[config.mk]
export PLATFORM = sky130hd
export DESIGN_NAME = sd_wr_seq
export DESIGN_NICKNAME = d
export VERILOG_FILES = /design/src/rtl/sd_wr_pkg.sv /design/src/rtl/sd_wr_cmdsel.sv /design/src/rtl/sd_wr_busytmr.sv /design/src/rtl/sd_wr_seq.sv
export SDC_FILE = /design/constraint.sdc
export NUM_CORES = 1
export LEC_CHECK = 0
export BUFFER_PORTS_ARGS = -buffer_cell sky130_fd_sc_hd__buf_4
export CORE_MARGIN = 5
export CORE_UTILIZATION = 30
export DETAILED_ROUTE_END_ITERATION = 8
export GPL_TIMING_DRIVEN = 0
export PLACE_DENSITY = 0.59
export SKIP_LAST_GASP = 1
export SLEW_MARGIN = 15
export SYNTH_ARGS = -nofsm -noshare
export SYNTH_HDL_FRONTEND = slang
export SYNTH_SLANG_ARGS = --single-unit
[constraint.sdc]
create_clock -name clk -period 4.15 [get_ports clk]
set_clock_uncertainty 0.15 [all_clocks]
set_input_delay 0.83 -clock clk [delete_from_list [all_inputs] [get_ports clk]]
set_output_delay 0.83 -clock clk [all_outputs]
set_load 0.1 [all_outputs]
[src/rtl/sd_wr_pkg.sv]
package sd_wr_pkg;

  typedef enum logic [3:0] {
    ST_IDLE,
    ST_CMD,
    ST_START,
    ST_RESP,
    ST_DATA,
    ST_DWAIT,
    ST_BUSY,
    ST_OK,
    ST_FAIL
  } wr_state_t;

  typedef enum logic [1:0] {
    PH_WRITE,
    PH_STOP,
    PH_STAT
  } wr_phase_t;

  localparam logic [5:0]  CMD_WR_ONE   = 6'd24;
  localparam logic [5:0]  CMD_WR_MANY  = 6'd25;
  localparam logic [5:0]  CMD_STOP     = 6'd12;
  localparam logic [5:0]  CMD_STATUS   = 6'd13;
  localparam int          BLK_SHIFT    = 9;
  localparam logic [31:0] CARD_ERR_MSK = 32'hFFF8_0000;

endpackage

[src/rtl/sd_wr_cmdsel.sv]
module sd_wr_cmdsel
  import sd_wr_pkg::*;
(
  input  wr_phase_t   phase,
  input  logic        multi,
  input  logic        ccs,
  input  logic [31:0] sector,
  input  logic [15:0] rca,
  output logic [5:0]  idx,
  output logic [31:0] arg
);

  always_comb begin
    case (phase)
      PH_WRITE: begin
        idx = multi ? CMD_WR_MANY : CMD_WR_ONE;
        arg = ccs ? sector : (sector << BLK_SHIFT);
      end
      PH_STOP: begin
        idx = CMD_STOP;
        arg = '0;
      end
      default: begin
        idx = CMD_STATUS;
        arg = {rca, 16'h0000};
      end
    endcase
  end

endmodule

[src/rtl/sd_wr_busytmr.sv]
module sd_wr_busytmr #(
  parameter int LIMIT = 50_000_000
) (
  input  logic clk,
  input  logic rst_n,
  input  logic clr,
  input  logic en,
  output logic expired
);

  localparam int CW = $clog2(LIMIT + 1);

  logic [CW-1:0] cnt_q, cnt_d;

  assign expired = (cnt_q == CW'(LIMIT));

  always_comb begin
    cnt_d = cnt_q;
    if (clr)                cnt_d = '0;
    else if (en && !expired) cnt_d = cnt_q + 1'b1;
  end

  always_ff @(posedge clk or negedge rst_n) begin
    if (!rst_n) cnt_q <= '0;
    else        cnt_q <= cnt_d;
  end


  expiry_follows_busy_chk: assert property (@(posedge clk) disable iff (!rst_n)
    $rose(expired) |-> $past(en));

endmodule

[src/rtl/sd_wr_seq.sv]
module sd_wr_seq
  import sd_wr_pkg::*;
#(
  parameter int CNT_W      = 16,
  parameter int BUSY_LIMIT = 50_000_000
) (
  input  logic             clk,
  input  logic             rst_n,
  input  logic             req_valid,
  output logic             req_ready,
  input  logic [31:0]      req_sector,
  input  logic [CNT_W-1:0] req_count,
  input  logic             req_ccs,
  input  logic [15:0]      rca,
  output logic             cmd_issue,
  output logic [5:0]       cmd_index,
  output logic [31:0]      cmd_arg,
  input  logic             cmd_active,
  input  logic             cmd_done,
  input  logic             cmd_err,
  input  logic [31:0]      cmd_resp,
  output logic             blk_start,
  input  logic             blk_done,
  input  logic             blk_err,
  input  logic             dat0_busy,
  output logic             busy,
  output logic             done,
  output logic             error,
  output logic [31:0]      status
);

  wr_state_t        st_q, st_d;
  wr_phase_t        ph_q, ph_d;
  logic [CNT_W-1:0] left_q, left_d, count_q, count_d;
  logic [31:0]      sector_q, sector_d, status_q, status_d;
  logic [15:0]      rca_q, rca_d;
  logic             ccs_q, ccs_d, multi_q, multi_d, retry_q, retry_d;
  logic             tmr_expired, fail;

  sd_wr_cmdsel u_cmdsel (
    .phase  (ph_q),
    .multi  (multi_q),
    .ccs    (ccs_q),
    .sector (sector_q),
    .rca    (rca_q),
    .idx    (cmd_index),
    .arg    (cmd_arg)
  );

  sd_wr_busytmr #(.LIMIT(BUSY_LIMIT)) u_tmr (
    .clk     (clk),
    .rst_n   (rst_n),
    .clr     (st_q != ST_BUSY),
    .en      ((st_q == ST_BUSY) && dat0_busy),
    .expired (tmr_expired)
  );

  assign req_ready = (st_q == ST_IDLE);
  assign busy      = (st_q != ST_IDLE);
  assign cmd_issue = (st_q == ST_CMD);
  assign blk_start = (st_q == ST_DATA);
  assign done      = (st_q == ST_OK);
  assign error     = (st_q == ST_FAIL);
  assign status    = status_q;

  // next-state process
  always_comb begin
    st_d     = st_q;
    ph_d     = ph_q;
    left_d   = left_q;
    count_d  = count_q;
    sector_d = sector_q;
    status_d = status_q;
    rca_d    = rca_q;
    ccs_d    = ccs_q;
    multi_d  = multi_q;
    retry_d  = retry_q;
    fail     = 1'b0;
    case (st_q)
      ST_IDLE: if (req_valid) begin
        if (req_count == '0) begin
          st_d = ST_FAIL;
        end else begin
          st_d     = ST_CMD;
          ph_d     = PH_WRITE;
          left_d   = req_count;
          count_d  = req_count;
          sector_d = req_sector;
          rca_d    = rca;
          ccs_d    = req_ccs;
          multi_d  = (req_count != CNT_W'(1));
          retry_d  = 1'b0;
        end
      end
      ST_CMD:   st_d = ST_START;
      ST_START: if (cmd_active) st_d = ST_RESP;
      ST_RESP: if (cmd_done) begin
        if (cmd_err) fail = 1'b1;
        else begin
          case (ph_q)
            PH_WRITE: st_d = ST_DATA;
            PH_STOP:  st_d = ST_BUSY;
            default: begin
              status_d = cmd_resp;
              if ((cmd_resp & CARD_ERR_MSK) != '0) fail = 1'b1;
              else                                 st_d = ST_OK;
            end
          endcase
        end
      end
      ST_DATA:  st_d = ST_DWAIT;
      ST_DWAIT: if (blk_done) begin
        if (blk_err) fail = 1'b1;
        else begin
          left_d = left_q - 1'b1;
          st_d   = ST_BUSY;
        end
      end
      ST_BUSY: begin
        if (!dat0_busy) begin
          if (ph_q == PH_WRITE && left_q != '0) begin
            st_d = ST_DATA;
          end else if (ph_q == PH_WRITE && multi_q) begin
            ph_d = PH_STOP;
            st_d = ST_CMD;
          end else begin
            ph_d = PH_STAT;
            st_d = ST_CMD;
          end
        end else if (tmr_expired) begin
          fail = 1'b1;
        end
      end
      default: st_d = ST_IDLE;
    endcase
    if (fail) begin
      if (!retry_q) begin
        retry_d = 1'b1;
        ph_d    = PH_WRITE;
        left_d  = count_q;
        st_d    = ST_CMD;
      end else begin
        st_d = ST_FAIL;
      end
    end
  end

  // register process
  always_ff @(posedge clk or negedge rst_n) begin
    if (!rst_n) begin
      st_q     <= ST_IDLE;
      ph_q     <= PH_WRITE;
      left_q   <= '0;
      count_q  <= '0;
      sector_q <= '0;
      status_q <= '0;
      rca_q    <= '0;
      ccs_q    <= 1'b0;
      multi_q  <= 1'b0;
      retry_q  <= 1'b0;
    end else begin
      st_q     <= st_d;
      ph_q     <= ph_d;
      left_q   <= left_d;
      count_q  <= count_d;
      sector_q <= sector_d;
      status_q <= status_d;
      rca_q    <= rca_d;
      ccs_q    <= ccs_d;
      multi_q  <= multi_d;
      retry_q  <= retry_d;
    end
  end


  accept_sets_busy_chk: assert property (@(posedge clk) disable iff (!rst_n)
    (req_valid && req_ready && req_count != '0) |=> (busy && !req_ready));


  done_error_excl_chk: assert property (@(posedge clk) disable iff (!rst_n)
    !(done && error));


  issue_pulse_chk: assert property (@(posedge clk) disable iff (!rst_n)
    cmd_issue |=> (!cmd_issue && !blk_start));


  stat_arg_chk: assert property (@(posedge clk) disable iff (!rst_n)
    (cmd_issue && cmd_index == CMD_STATUS) |-> (cmd_arg == {rca_q, 16'h0000}));


  blk_pulse_chk: assert property (@(posedge clk) disable iff (!rst_n)
    blk_start |=> !blk_start);

endmodule

==> run metrics <==
ys flop type dfrtp_1; crit path launch ph_q[1]; synthesized area per cell 11.1 µm²; RSZ-0062 raised after global routing false; Post-layout nets 987; WS Path Type reg -> out; Leak 0.00458 µW; library cells used by synthesis 67; number of max-cap violations 0; area of the core 0.0250 mm²; PwrDens 784 mW/mm²; status complete, no violations; DRC 0; Power, Total 7780 µW; initial core utilization 30.2%; warnings from Yosys 0; initial antenna violation count 0; die height 168 µm; Reg2Reg Depth 6; vias per cell 5.00; Data required, critical path 3.17 ns; sequential share of the synthesized area 48.8%; vias in the first global route 6249; ranking of synthesized cells by area dfrtp_1 49%, mux2_2 12%, mux2i_1 3.7%; Post-Route WL 21.2 mm; I/O pin count 182; Arrival @ worst endpoint 2.42 ns; fraction of layout cells with a size suffix above 1 36.4%; Final WS setup 0.746 ns; clock root buffer clkbuf_16; commonest non-fill, non-tap cell in the layout buf_4; # fillers 2508; Post-synth ARST share 100%; most frequent cells in the layout 180 x buf_4, 147 x dfrtp_1, 83 x mux2_2, 55 x nand2_1, 32 x nor2_1; Final Hold Viols 0; number of port buffers 177; fin util 39.7%; post_cts resized 0; clock buffer count from CTS 17; Setup WS pre-CTS 0.549 ns; H-Tree Depth 4; Post-CTS Setup Repair Bufs 0; CP Capture Type primary output; CP max FO 10; clock sinks 147; r2r setup slk 1.25 ns; detailed router's first-iteration violation count 366; Final ANT Viol Nets 0; cells after synthesis 680; Area Growth Syn to Fin 31.7%; normalized max-slew margin 28.5%; Post-DP HPWL 15.5 mm; RR Endpoint left_q[9]; Post-synth EDFFs 0; Ant. Diodes 0; VDD IR-drop max 0.839 mV; area leader, netlist dfrtp_1; CTS tree built; gr ovfl total 0; setup TNS 0 ns; CP Launch Type flip-flop; routability cong. 0.828; synthesized flop and latch total 147; DR pass1 iterations 6; Worst Hold Class in -> async; period utilisation layout 82.0%; worst-margin pin slew 1.06 ns; FMAX 294 MHz; largest net degree at the start of global routing 99; Final setup viols 0; Slew Limit Fails 0; Synth top area share 48.8%; global-route usage over all layers 15.0%; Worst-path clk slew 0.07 ns; synthesized area 0.00753 mm²; CTS Hold Bufs 0; wire per inst 17.3 µm; hold slack final 0.153 ns; Clk Latency, worst-skew pair 0.42 ns; first-pass GRT wire length 34.0 mm; DIE AREA 0.0284 mm²; vias 6103; Tmin final 3.40 ns; worst reg2reg startpoint left_q[4]; CTS Buffer Depth 2; Die Width 168 µm; row count 58; Worst setup endpoint cmd_arg[18]
report_power, final:
part | total (µW) | leakage, µW | switching [µW] | internal (µW)
registers | 2200 | 0.00189 | 328 | 1870
clock network | 1590 | 0.000284 | 682 | 909
logic | 3990 | 0.00241 | 2790 | 1200
total | 7780 | 0.00458 | 3800 | 3980
registers in the layout, indices dropped and copies added, names as in the netlist, 2 cells and up:
| signal | cells |
|---|---|
| status | 32 |
| sector_q | 32 |
| u_tmr.cnt_q | 26 |
| left_q | 16 |
| ph_q | 2 |
| count_q | 16 |
| st_q | 4 |
| rca_q | 16 |
per-stage QoR:
stage	area [µm²]	cells
after floorplan	7550	681
after global placement	9290	1188
after detailed placement	9320	1189
after CTS	9920	1221
after global routing	9920	1221
final	9920	1221
worst max-delay path, cell delays in order (launching register included):
cell      delay (ns)
dfrtp_1         0.43
clkbuf_1        0.54
buf_1           0.46
nand2_1         0.10
o21ai_0         0.12
buf_4           0.34
final cells by class:
| type | count | area [µm²] | area share [%] |
|---|---|---|---|
| buffer | 46 | 218 | 2.19 |
| inverter | 11 | 41.3 | 0.416 |
| multi-input combinational | 477 | 3610 | 36.4 |
| tap | 330 | 413 | 4.16 |
| timing repair buffer | 178 | 1360 | 13.7 |
| sequential | 147 | 3680 | 37.1 |
| clock inverter | 14 | 169 | 1.70 |
| clock buffer | 18 | 429 | 4.33 |
worst min-delay path by stage:
| stage | start | endpoint | slack (ns) | cells past startpoint |
|---|---|---|---|---|
| detailed placement | u_tmr.cnt_q[21] | u_tmr.cnt_q[21] | 0.32 | 1 |
| global placement | u_tmr.cnt_q[21] | u_tmr.cnt_q[21] | 0.31 | 1 |
| finish | rst_n | status[9] | 0.15 | 1 |
| global route | rst_n | status[9] | 0.17 | 1 |
| CTS | rst_n | status[9] | 0.15 | 1 |
| floorplan | u_tmr.cnt_q[21] | u_tmr.cnt_q[21] | 0.29 | 1 |
layer usage:
layer	track usage (%)	up-vias	part of all wire, %
li1	-	2930	-
met1	19.2	2941	43
met2	24.3	220	47
met3	5.87	12	8.9
met4	2.93	0	0.90
met5	0	-	0
Yosys cell counts (6+ instances only):
cell type,number
o21ai_0,26
mux2_1,6
nor2_1,32
a21oi_1,19
a31oi_1,8
nand4_1,13
nor4_1,11
buf_1,6
nand3_1,9
xor2_1,10
mux2_2,83
mux2i_1,28
nor3_1,11
o31ai_1,7
dfrtp_1,147
xnor2_1,8
a211oi_1,13
nand2_1,55
a21o_1,7
and2_1,10
buf_2,12
o211ai_1,6
inv_1,10
a222oi_1,8
and3_1,20
clkbuf_1,22
kinds of logic (layout without fill, tap and decap cells):
| logic type | after synthesis | count (layout) | share of synthesized area (%) |
|---|---|---|---|
| buf+inv | 57 | 267 | 3.44 |
| other cells | 2 | 3 | 0.0997 |
| compound gates | 132 | 132 | 12.3 |
| simple gates | 201 | 201 | 15.1 |
| flops | 147 | 147 | 48.8 |
| xor+xnor | 18 | 18 | 2.09 |
| mux | 120 | 120 | 17.6 |
| fa+ha+maj | 3 | 3 | 0.498 |
Note: power is estimated with default switching activity, not from simulation.
